### config.mk
export PLATFORM = sky130hd
export DESIGN_NAME = cmp_evt_ctrl
export DESIGN_NICKNAME = d
export VERILOG_FILES = /design/src/rtl/cmp_evt_ctrl.sv
export SDC_FILE = /design/constraint.sdc
export NUM_CORES = 1
export LEC_CHECK = 0
export BUFFER_PORTS_ARGS = -buffer_cell sky130_fd_sc_hd__buf_2
export CORE_MARGIN = 2
export CORE_UTILIZATION = 47
export CTS_CLUSTER_DIAMETER = 50
export CTS_CLUSTER_SIZE = 24
export DETAILED_ROUTE_END_ITERATION = 8
export GPL_TIMING_DRIVEN = 0
export PLACE_DENSITY = 0.92
export SYNTH_ARGS = -nofsm -noshare
export SYNTH_HDL_FRONTEND = slang
export SYNTH_SLANG_ARGS = --single-unit
### constraint.sdc
create_clock -name clk -period 5.1 [get_ports clk]
set_clock_uncertainty 0.1 [all_clocks]
set_input_delay 1.02 -clock clk [delete_from_list [all_inputs] [get_ports clk]]
set_output_delay 1.02 -clock clk [all_outputs]
set_load 0.005 [all_outputs]
### src/rtl/cmp_evt_ctrl.sv
module cmp_evt_ctrl #(
  parameter int          ADDR_W   = 8,
  parameter int          SYNC_LEN = 2,
  parameter logic [23:0] UNLOCK   = 24'h414343
) (
  input  logic              clk,
  input  logic              rst_n,
  input  logic              bus_wr,
  input  logic              bus_rd,
  input  logic [ADDR_W-1:0] bus_addr,
  input  logic [31:0]       bus_wdata,
  output logic [31:0]       bus_rdata,
  input  logic              cmp_raw,
  output logic              irq,
  output logic              fault,
  output logic [2:0]        sel_neg,
  output logic [2:0]        sel_pos,
  output logic              cmp_on,
  output logic              bias_fast,
  output logic [1:0]        hyst_sel
);
  localparam logic [ADDR_W-1:0] A_CTL  = ADDR_W'(8'h00);
  localparam logic [ADDR_W-1:0] A_CFG  = ADDR_W'(8'h04);
  localparam logic [ADDR_W-1:0] A_MSET = ADDR_W'(8'h24);
  localparam logic [ADDR_W-1:0] A_MCLR = ADDR_W'(8'h28);
  localparam logic [ADDR_W-1:0] A_MSK  = ADDR_W'(8'h2C);
  localparam logic [ADDR_W-1:0] A_STAT = ADDR_W'(8'h30);
  localparam logic [ADDR_W-1:0] A_ANA  = ADDR_W'(8'h94);
  localparam logic [ADDR_W-1:0] A_LOCK = ADDR_W'(8'hE4);
  localparam logic [ADDR_W-1:0] A_VIOL = ADDR_W'(8'hE8);
  localparam logic [14:0]       CFG_MASK = 15'h7777;

  logic [14:0]         cfg_q;
  logic [2:0]          ana_q;
  logic                msk_q, flag_q, lock_q, viol_q, prev_q;
  logic [SYNC_LEN-1:0] sync_q;

  wire       cfg_en   = cfg_q[8];
  wire [1:0] cfg_type = cfg_q[10:9];
  wire       cfg_inv  = cfg_q[12];
  wire       cfg_fsrc = cfg_q[13];
  wire       cfg_fen  = cfg_q[14];

  wire level  = sync_q[SYNC_LEN-1];
  wire rise   = level & ~prev_q;
  wire fall   = ~level & prev_q;
  logic edge_hit;
  always_comb begin
    case (cfg_type)
      2'd0:    edge_hit = rise;
      2'd1:    edge_hit = fall;
      2'd2:    edge_hit = rise | fall;
      default: edge_hit = 1'b0;
    endcase
    edge_hit = edge_hit & cfg_en;
  end

  wire soft_rst = bus_wr && bus_addr == A_CTL && bus_wdata[0];
  wire wr_cfg   = bus_wr && bus_addr == A_CFG;
  wire wr_ana   = bus_wr && bus_addr == A_ANA;
  wire bad_wr   = lock_q && (wr_cfg || wr_ana);
  wire rd_stat  = bus_rd && bus_addr == A_STAT;
  wire rd_viol  = bus_rd && bus_addr == A_VIOL;

  always_ff @(posedge clk or negedge rst_n) begin
    if (!rst_n) begin
      cfg_q <= '0; ana_q <= '0; msk_q <= 1'b0; flag_q <= 1'b0;
      lock_q <= 1'b0; viol_q <= 1'b0; prev_q <= 1'b0; sync_q <= '0;
    end else if (soft_rst) begin
      cfg_q <= '0; ana_q <= '0; msk_q <= 1'b0; flag_q <= 1'b0;
      lock_q <= 1'b0; viol_q <= 1'b0; prev_q <= 1'b0; sync_q <= '0;
    end else begin
      sync_q <= {sync_q[SYNC_LEN-2:0], cmp_raw ^ cfg_inv};
      prev_q <= level;
      if (edge_hit)     flag_q <= 1'b1;
      else if (rd_stat) flag_q <= 1'b0;
      if (wr_cfg && !lock_q) cfg_q <= bus_wdata[14:0] & CFG_MASK;
      if (wr_ana && !lock_q) ana_q <= bus_wdata[2:0];
      if (bad_wr)       viol_q <= 1'b1;
      else if (rd_viol) viol_q <= 1'b0;
      if (bus_wr && bus_addr == A_MSET && bus_wdata[0]) msk_q <= 1'b1;
      else if (bus_wr && bus_addr == A_MCLR && bus_wdata[0]) msk_q <= 1'b0;
      if (bus_wr && bus_addr == A_LOCK && bus_wdata[31:8] == UNLOCK)
        lock_q <= bus_wdata[0];
    end
  end

  always_comb begin
    case (bus_addr)
      A_CFG:   bus_rdata = {17'd0, cfg_q};
      A_MSK:   bus_rdata = {31'd0, msk_q};
      A_STAT:  bus_rdata = {msk_q, 29'd0, level, flag_q};
      A_ANA:   bus_rdata = {29'd0, ana_q};
      A_LOCK:  bus_rdata = {31'd0, lock_q};
      A_VIOL:  bus_rdata = {31'd0, viol_q};
      default: bus_rdata = '0;
    endcase
  end

  assign irq       = flag_q & msk_q;
  assign fault     = cfg_fen & (cfg_fsrc ? level : flag_q);
  assign sel_neg   = cfg_q[2:0];
  assign sel_pos   = cfg_q[6:4];
  assign cmp_on    = cfg_en;
  assign bias_fast = ana_q[0];
  assign hyst_sel  = ana_q[2:1];
endmodule


After elaboration in Yosys (flattened, before gate mapping)
Cells that the tools add are included.
- input port bits: 45
- word-level logic and storage cells: 73
- flip-flop bits (word level): 25
- output and inout bits: 44
- reductions and logical operators: 25
- mux-type cells: 20
- bitwise operators: 9
- eq/ne operators: 11
- operators with widths (cell ; number):
    32-bit case mux with 6 select lines ; 1
    8-bit by 6-bit equality test with 1-bit output (second input constant) ; 4
    15-bit two-way mux ; 2
    24-bit by 23-bit equality test with 1-bit output (second input constant) ; 1
    8-bit equality test (second input constant) ; 3
    1-bit logical AND ; 15
    1-bit two-way mux ; 13
    3-bit nonzero test ; 3
    8-bit by 3-bit equality test with 1-bit output (second input constant) ; 1
    8-bit logical NOT ; 1
    3-bit two-way mux ; 2
    2-bit nonzero test ; 3
    1-bit bitwise AND ; 5
    1-bit case mux with 3 select lines ; 1
    2-bit by 1-bit equality test with 1-bit output (second input constant) ; 1
    2-bit equality test (second input constant) ; 1
    2-bit logical NOT ; 1
    2-bit two-way mux ; 1
    1-bit inverter ; 2
    1-bit logical NOT ; 1
    1-bit logical OR ; 1
    1-bit OR ; 1
    1-bit XOR ; 1

Depth between registers and ports, before layout
Gate-level depths: netlist of the first run.
- depth in word-level cells: 7
- mapped depth: 6

Worst setup path after synthesis of the first run
Ideal clock, no wire load.
- path type: input-to-output
- start point: input bus_addr[5]
- end point: output bus_rdata[0]
- stages on the path: 4
- setup slack: 1930 ps
- data arrival time: 2050 ps
- path through: or4b_2 a21oi_1 o21a_1 a221o_1
- word-level cells in the longest chain between the ends: 2
- elaborated cells between the ends (all ways): 7
- those cells by class: 6 x eq/ne; 1 x mux
- RTL lines (what ; line ; source):
    start, declared ; 10 ; input logic [ADDR_W-1:0] bus_addr,
    8-bit equality test (tied with other cells) ; 89 ; case (bus_addr)
    32-bit case mux with 6 select lines (*) ; 89 ;
    end, declared ; 12 ; output logic [31:0] bus_rdata,
Mark *: on every way between the ends. The rest lies on a longest branch, timed or not.

Worst setup path after layout of the first run
Ends and elaborated chain as after synthesis.

==> results of run 1 <==
[final cells by class]
type	instances	area (um2)
fill	283	1050
multi-input combinational	120	793
sequential	22	551
timing repair buffer	67	335
buffer	30	209
tap	44	55.1
clock buffer	4	36.3
inverter	5	18.8
[state kept, by name, summed over array words and instances (netlist names)]
| name | count |
|---|---|
| viol_q | 1 |
| sync_q | 2 |
| flag_q | 1 |
| cfg_q | 12 |
| ana_q | 3 |
| prev_q | 1 |
| msk_q | 1 |
| lock_q | 1 |
[critical path, stage by stage]
cell and delay [ns]:
buf_2 0.15, or4b_2 0.66, a21oi_1 0.16, o21a_1 0.15, a221o_1 0.11, buf_2 0.10
[cells in the mapped netlist (all sizes together), types with 3 or more instances]
master	count	area [um2]
buf	27	198
a21oi	4	20.0
nand4	3	18.8
nor4	4	40.0
and3	10	62.6
mux2i	8	80.1
clkbuf	3	11.3
inv	5	18.8
dfrtp	22	551
nor2	14	52.6
a22o	10	87.6
nor4bb	3	30.0
nand2	5	18.8
o21ai	4	20.0
nand3	3	15.0
nor3b	3	22.5
nor2b	3	18.8
[placed cells by master (no fill, tap or decap), types with 2 or more instances in the layout]
master    count
clkbuf_1      3
buf_2        69
clkbuf_4      3
nor3_1        2
nor2b_1       3
buf_4        25
and4b_1       2
o21ai_0       4
and3_1       10
ha_1          2
and2_1        2
nor4_1        3
dfrtp_1      22
or4_1         2
conb_1       19
mux2i_1       8
a21oi_1       4
nor2_1       14
inv_1         5
nor4bb_1      3
nor4b_1       2
nand4_1       3
nand2_1       5
nor3b_1       3
a22o_1       10
and4_1        2
nand3_1       3
[through the flow]
| stage | power (mW) | std cells |
|---|---|---|
| 6_report | 0.360 | 292 |
| 3_3_place_gp | 0.265 | 288 |
| 4_1_cts | 0.360 | 292 |
| 5_1_grt | 0.380 | 292 |
| 3_5_place_dp | 0.267 | 288 |
| 2_1_floorplan | 0.231 | 177 |
[power groups by stage]
stage	combinational [mW]	sequential (mW)	clock [mW]
after detailed placement	0.0727	0.194	0
final	0.0732	0.191	0.0957
after floorplan	0.0391	0.192	0
after global routing	0.0827	0.192	0.105
after global placement	0.0707	0.194	0
after CTS	0.0730	0.191	0.0963
[layer usage]
layer,vias to the layer above,global-route usage (%)
li1,713,-
met1,662,27.8
met2,71,32.9
met3,4,1.92
met4,0,4.66
met5,-,0
[cells by family (layout without fill, tap and decap cells)]
family          after synthesis  after routing
simple gates                 66             66
buf+inv                      35            106
compound gates               24             24
flops                        22             22
mux                           8              8
fa+ha+maj                     2              2
other cells                   1             19
xor+xnor                      1              1
[path summary, 6_finish.rpt]
kind	endpoint	slack, ns
max	bus_rdata[0]	1.62
min	sync_q[1]	0.40
max reg2reg	cfg_q[2]	3.43
min reg2reg	sync_q[1]	0.40
max in group asynchronous	msk_q	4.02
min in group asynchronous	cfg_q[9]	0.56
==> metrics.md, run 1 <==
| Metric | Value |
|---|---|
| Post-CTS setup buffers | `0` |
| Slew HR | `57.9%` |
| Max Root-Sink Buffers | `2` |
| Worst R2R Start | `lock_q` |
| Synthesis-to-finish area growth | `32.9%` |
| Synth Area per Inst | `9.46 um2` |
| Share of layout cells above drive strength 1 | `41.1%` |
| Xor/xnor cell area share of the yosys netlist | `0.582%` |
| Initial antenna violation count | `0` |
| Register area share after synthesis | `36.6%` |
| Port Buffers | `67` |
| GRT Overall Usage | `19.7%` |
| Peak Freq | `0.288 GHz` |
| Min-Delay Path Depth | `1` |
| Routed wl met3 | `295 um` |
| Vias in the first global route | `1234` |
| DRC viols | `0` |
| CP Capture Type | `primary output` |
| Nets | `296` |
| Max cap viols | `0` |
| Post-Synth Simple-Gate Area | `28.5%` |
| Sequential cell fraction of total power | `53.0%` |
| Post-synthesis compound-gate area fraction | `11.9%` |
| CP max FO | `9` |
| Ant. Diodes | `0` |
| Root Buffer | `clkbuf_4` |
| Final WS setup | `1.62 ns` |
| Final Cycle Share | `68.1%` |
| Switching share of power | `25.6%` |
| Via Count | `1450` |
| Wire per inst | `11.9 um` |
| Total congestion overflow | `0` |
| Top routing layer in use | `met4` |
| Finished Cell Area | `2000 um2` |
| #FFs+latches synth | `22` |
| Clock-pin slew on the worst setup and hold paths | `0.12 ns` |
| Switching pwr | `0.0922 mW` |
| CTS hold repair buffers | `0` |
| Worst hold path class | `flip-flop to flip-flop` |
| Post-Route Utilization | `65.5%` |
| Distinct cells, synth | `40` |
| Met2 Wirelength | `1.66 mm` |
| Post-place setup slack | `1.62 ns` |
| Outcome | `complete, no violations` |
| 1st-iter DRT viols | `95` |
| Drt pass-1 iters | `4` |
| Multiplexer share of the synthesized area | `5.32%` |
| Peak supply drop | `0.000121 V` |
| Crit Path Class | `primary input to primary output` |
| FP Rows | `20` |
| Nature of the critical path startpoint | `primary input` |
| Num Clock Sinks | `22` |
| Worst reg2reg path depth | `4` |
| Hold Fails Final Rpt | `0` |
| Routed metal-1 wire length | `1.50 mm` |
| Power Dens Cells | `180 nW/um2` |
| First-pass GRT wire length | `5.50 mm` |
| YS warnings | `0` |
| Adder-Cell Fraction of Synth Area | `1.66%` |
| Pint | `0.268 mW` |
| CP arrival | `2.36 ns` |
| H-Tree Depth | `1` |
| Routed Antenna Nets | `0` |
| Worst-Margin Slew | `0.630 ns` |
| Setup violations, final | `0` |
| Largest family of logic cells by synthesized area | `simple AND/OR/NAND/NOR gates` |
| Post-cts sizing count | `0` |
| Via density | `4.97` |
| Final WL | `3.48 mm` |
| Ys async rst share | `100%` |
| Synth Cell Area | `1500 um2` |
| Comb pwr share | `20.3%` |
| Worst skew pair latency | `0.31 ns` |
| I/O pins | `89` |
| Gp weighted congestion | `0.911` |
| Placeable Area | `3050 um2` |
| Die Area | `3670 um2` |
| Lkg Pwr | `1.13 nW` |
| Die X | `60.6 um` |
| Post-Syn Instances | `159` |
| Worst Setup SP | `bus_addr[5]` |
| Crit path time final | `3.48 ns` |
| Clock power share | `26.6%` |
| Hold_sp | `sync_q[0]` |
| CTS tree | `built` |
| Top_reg_cell synth | `dfrtp_1` |
| Die height | `60.6 um` |
| Largest net degree at the start of global routing | `23` |
| Post-DP HPWL | `2.76 mm` |
| Max Slew Vio Count | `0` |
| Setup TNS Final | `0 ns` |
| RSZ-0062 raised after global routing | `false` |
| Number of enable-type register cells in the synthesized netlist | `0` |
| Post-DP Area | `1960 um2` |
| Final hold slack | `0.401 ns` |
| Starting density of the core | `49.3%` |
| Num CTS Buffers | `3` |
| Worst EP required | `3.98 ns` |
(Power assumes the default switching activity.)
==> run 2: changes to the inputs <==
Settings changed: ABC_AREA set to 1, CORE_UTILIZATION 47 to 46, PLACE_DENSITY 0.92 to 0.87.
Clock period 5.1 ns to 3.4 ns, I/O delays scaled along.
==> run 2 against run 1 <==
  * Clock power increased to 2.5 times the previous value
  * Die area increased by 17%
  * Final cell count increased by 35%
  * Hold slack got worse by 0.13 ns
  * Total power increased by 95%
  * Critical path depth increased by 3
  * Largest cell class unchanged
  * Highest routed layer unchanged
==> metrics.md, run 2 <==
| Metric | Value |
|---|---|
| Nets | `393 (+33%)` |
| RSZ-0062 raised after global routing | `false` |
| Sequential cell fraction of total power | `42.8% (-10 points)` |
| Registers with the most flip-flops | `cfg_q (12), ana_q (3), sync_q (2)` |
| Wire per inst | `10.0 um (-16%)` |
| Commonest non-fill, non-tap cells in the layout | `67 x buf_2, 58 x nand2_1, 43 x nor2_1` |
| Synth Cell Area | `1740 um2 (+16%)` |
| Peak Freq | `0.388 GHz` |
| Most common cell in the netlist | `nand2_1` |
| Peak supply drop | `0.000171 V (+41%)` |
| # fillers | `326 (+15%)` |
| Power, Total | `0.701 mW (+95%)` |
| Post-Syn Instances | `256 (+61%)` |
| Die X | `65.5 um (+8.2%)` |
| Top routing layer in use | `met4` |
| DRC viols | `0 (unchanged)` |
| Commonest non-fill, non-tap cell in the layout | `buf_2` |
| Synth cell count leaders | `58 x nand2_1, 43 x nor2_1, 40 x inv_1, 25 x buf_4, 22 x dfrtp_1` |
| First-pass GRT wire length | `6.45 mm (+17%)` |
| Switching share of power | `25.7% (+0.038 points)` |
| Clock-pin slew on the worst setup and hold paths | `0.08 ns (-0.04 ns)` |
| Distinct cells, synth | `26 (-35%)` |
| Lkg Pwr | `1.33 nW (+18%)` |
| Post-cts sizing count | `0 (unchanged)` |
| Gp weighted congestion | `0.877 (-3.7%)` |
| Num CTS Buffers | `3 (unchanged)` |
| Synthesis-to-finish area growth | `30.7%` |
| Pint | `0.521 mW (+95%)` |
| #FFs+latches synth | `22 (unchanged)` |
| Crit path buffers/inverters | `3 (+1)` |
| Routed wl met3 | `270 um (-8.5%)` |
| Port Buffers | `67 (unchanged)` |
| Via density | `4.46 (-10%)` |
| Max cap viols | `0 (unchanged)` |
| GRT Overall Usage | `19.3% (-0.35 points)` |
| Yosys top cell by area | `dfrtp_1` |
| Outcome | `complete, no violations` |
| Routed Antenna Nets | `0 (unchanged)` |
| Crit path max-delay cell type | `nor2_4` |
| CP arrival | `1.80 ns (-0.56 ns)` |
| Root Buffer | `clkbuf_8` |
| Top_reg_cell synth | `dfrtp_1` |
| YS warnings | `0 (unchanged)` |
| Nature of the critical path startpoint | `primary input` |
| Vias in the first global route | `1573 (+27%)` |
| CP max FO | `10 (+1)` |
| Comb pwr share | `22.9% (+2.6 points)` |
| Max incr delay on CP | `0.19 ns (-0.47 ns)` |
| Crit path time final | `2.58 ns` |
| Routed metal-1 wire length | `1.55 mm (+3.0%)` |
| Initial antenna violation count | `0 (unchanged)` |
| Met2 Wirelength | `2.04 mm (+23%)` |
| Ant. Diodes | `0 (unchanged)` |
| Worst reg2reg path depth | `5 (+1)` |
| Clock power share | `34.3% (+7.7 points)` |
| Die height | `65.5 um (+8.2%)` |
| Starting density of the core | `47.6% (-1.7 points)` |
| Hold Fails Final Rpt | `0 (unchanged)` |
| Most flop-heavy register | `cfg_q` |
| CTS hold repair buffers | `0 (unchanged)` |
| Placed Instances | `389 (+35%)` |
| Worst skew pair latency | `0.26 ns (-0.05 ns)` |
| Final WL | `3.94 mm (+13%)` |
| Max Root-Sink Buffers | `2 (unchanged)` |
| Fin cells | `393 (+35%)` |
| Largest register FFs | `12 (unchanged)` |
| Synth Area per Inst | `6.80 um2 (-28%)` |
| Ys async rst share | `100% (unchanged)` |
| Switching pwr | `0.180 mW (+95%)` |
| Die Area | `4290 um2 (+17%)` |
| R2r endpoint | `flag_q` |
| Final Cycle Share | `75.8%` |
| Via Count | `1751 (+21%)` |
| Power Dens Cells | `308 nW/um2 (+71%)` |
| H-Tree Depth | `1 (unchanged)` |
| Number of enable-type register cells in the synthesized netlist | `0 (unchanged)` |
| Final WS setup | `0.823 ns (-0.802 ns)` |
| Setup violations, final | `0 (unchanged)` |
| 1st-iter DRT viols | `70 (-26%)` |
| Share of layout cells above drive strength 1 | `34.2% (-6.9 points)` |
| Placeable Area | `3660 um2 (+20%)` |
| Max Slew Vio Count | `0 (unchanged)` |
| Register area share after synthesis | `31.6% (-5.0 points)` |
| Crit Path Class | `primary input to primary output` |
| Top post-synthesis cells by area | `dfrtp_1 32%, nand2_1 13%, buf_4 11%` |
| FP Rows | `22 (+10%)` |
| I/O pins | `89 (unchanged)` |
| Post-DP HPWL | `3.25 mm (+17%)` |
| CP Capture Type | `primary output` |
| Post-place setup slack | `0.868 ns (-0.753 ns)` |
| Num Clock Sinks | `22 (unchanged)` |
| Largest net degree at the start of global routing | `23 (unchanged)` |
| Cell family with most CP delay | `simple AND/OR/NAND/NOR gates` |
| Final hold slack | `0.266 ns (-0.135 ns)` |
| Post-CTS setup buffers | `0 (unchanged)` |
| Setup TNS Final | `0 ns (unchanged)` |
| CTS tree | `built` |
| Worst EP required | `2.62 ns (-1.36 ns)` |
| Worst R2R Setup Slack | `2.10 ns (-1.33 ns)` |
| Worst hold path class | `primary input to async pin` |
| Total congestion overflow | `0 (unchanged)` |
| CP most frequent cell | `nor2_1` |
| CP cell instances | `buf_2, nor2_1, nand3_1, nor2_4, inv_2, nor2_1, nor2_1, nand2_1, buf_2` |
| Drt pass-1 iters | `4 (unchanged)` |
| Worst R2R Start | `prev_q` |
| Share of the synthesized area in the top cell type | `31.6% (-5.0 points)` |
run 2: worst max path at each step:
stage                           start      endpoint  cells past startpoint
after floorplan           bus_addr[1]  bus_rdata[0]                      7
after global placement    bus_addr[1]  bus_rdata[0]                      9
after detailed placement  bus_addr[1]  bus_rdata[0]                      9
after CTS                 bus_addr[1]  bus_rdata[0]                      9
after global routing      bus_addr[1]  bus_rdata[0]                      9
final                     bus_addr[1]  bus_rdata[0]                      9
run 2: cell type report:
class,count,area (um2),area share (%)
clock buffers,3,41.3,1.81
plain buffers,26,199,8.74
multi-input cells,183,893,39.3
inverters,43,166,7.31
flip-flops and latches,22,551,24.2
repair buffers,67,335,14.7
well taps,48,60.1,2.64
clock inverters,1,30.0,1.32
run 2: cell families after synthesis:
logic type	Yosys count	share of synthesized area [%]
other	1	0.215
AOI/OAI and AO/OA	24	8.98
xor gates and xnor gates	1	0.503
DFF	22	31.6
adders and majority gates	2	1.44
buffers and inverters	69	21.0
and+or+nand+nor	137	36.3
run 2: layer usage:
metal  vias up  track usage [%]
met5         -                0
met3         8             3.60
met1       757             21.2
met2        62             36.6
li1        924                -
met4         0             7.03
run 2: power groups by stage:
stage          registers [mW]  clock network [mW]  logic [mW]
3_5_place_dp            0.305                   0       0.161
6_report                0.300               0.240       0.161
5_1_grt                 0.303               0.257       0.184
2_1_floorplan           0.302                   0      0.0980
3_3_place_gp            0.304                   0       0.155
4_1_cts                 0.300               0.244       0.162
run 2: stage by stage:
step | util (%) | cell area, um2
after global routing | 62.2 | 2280
after detailed placement | 60.2 | 2200
after floorplan | - | 1810
final | 62.2 | 2280
after CTS | 62.2 | 2280
after global placement | 60.2 | 2200
run 2: worst register-to-register path, stage by stage (launching register included):
cell	delay, ns
dfrtp_1	0.36
inv_1	0.05
ha_1	0.29
nor3_1	0.16
o21ai_0	0.13
a21oi_1	0.15
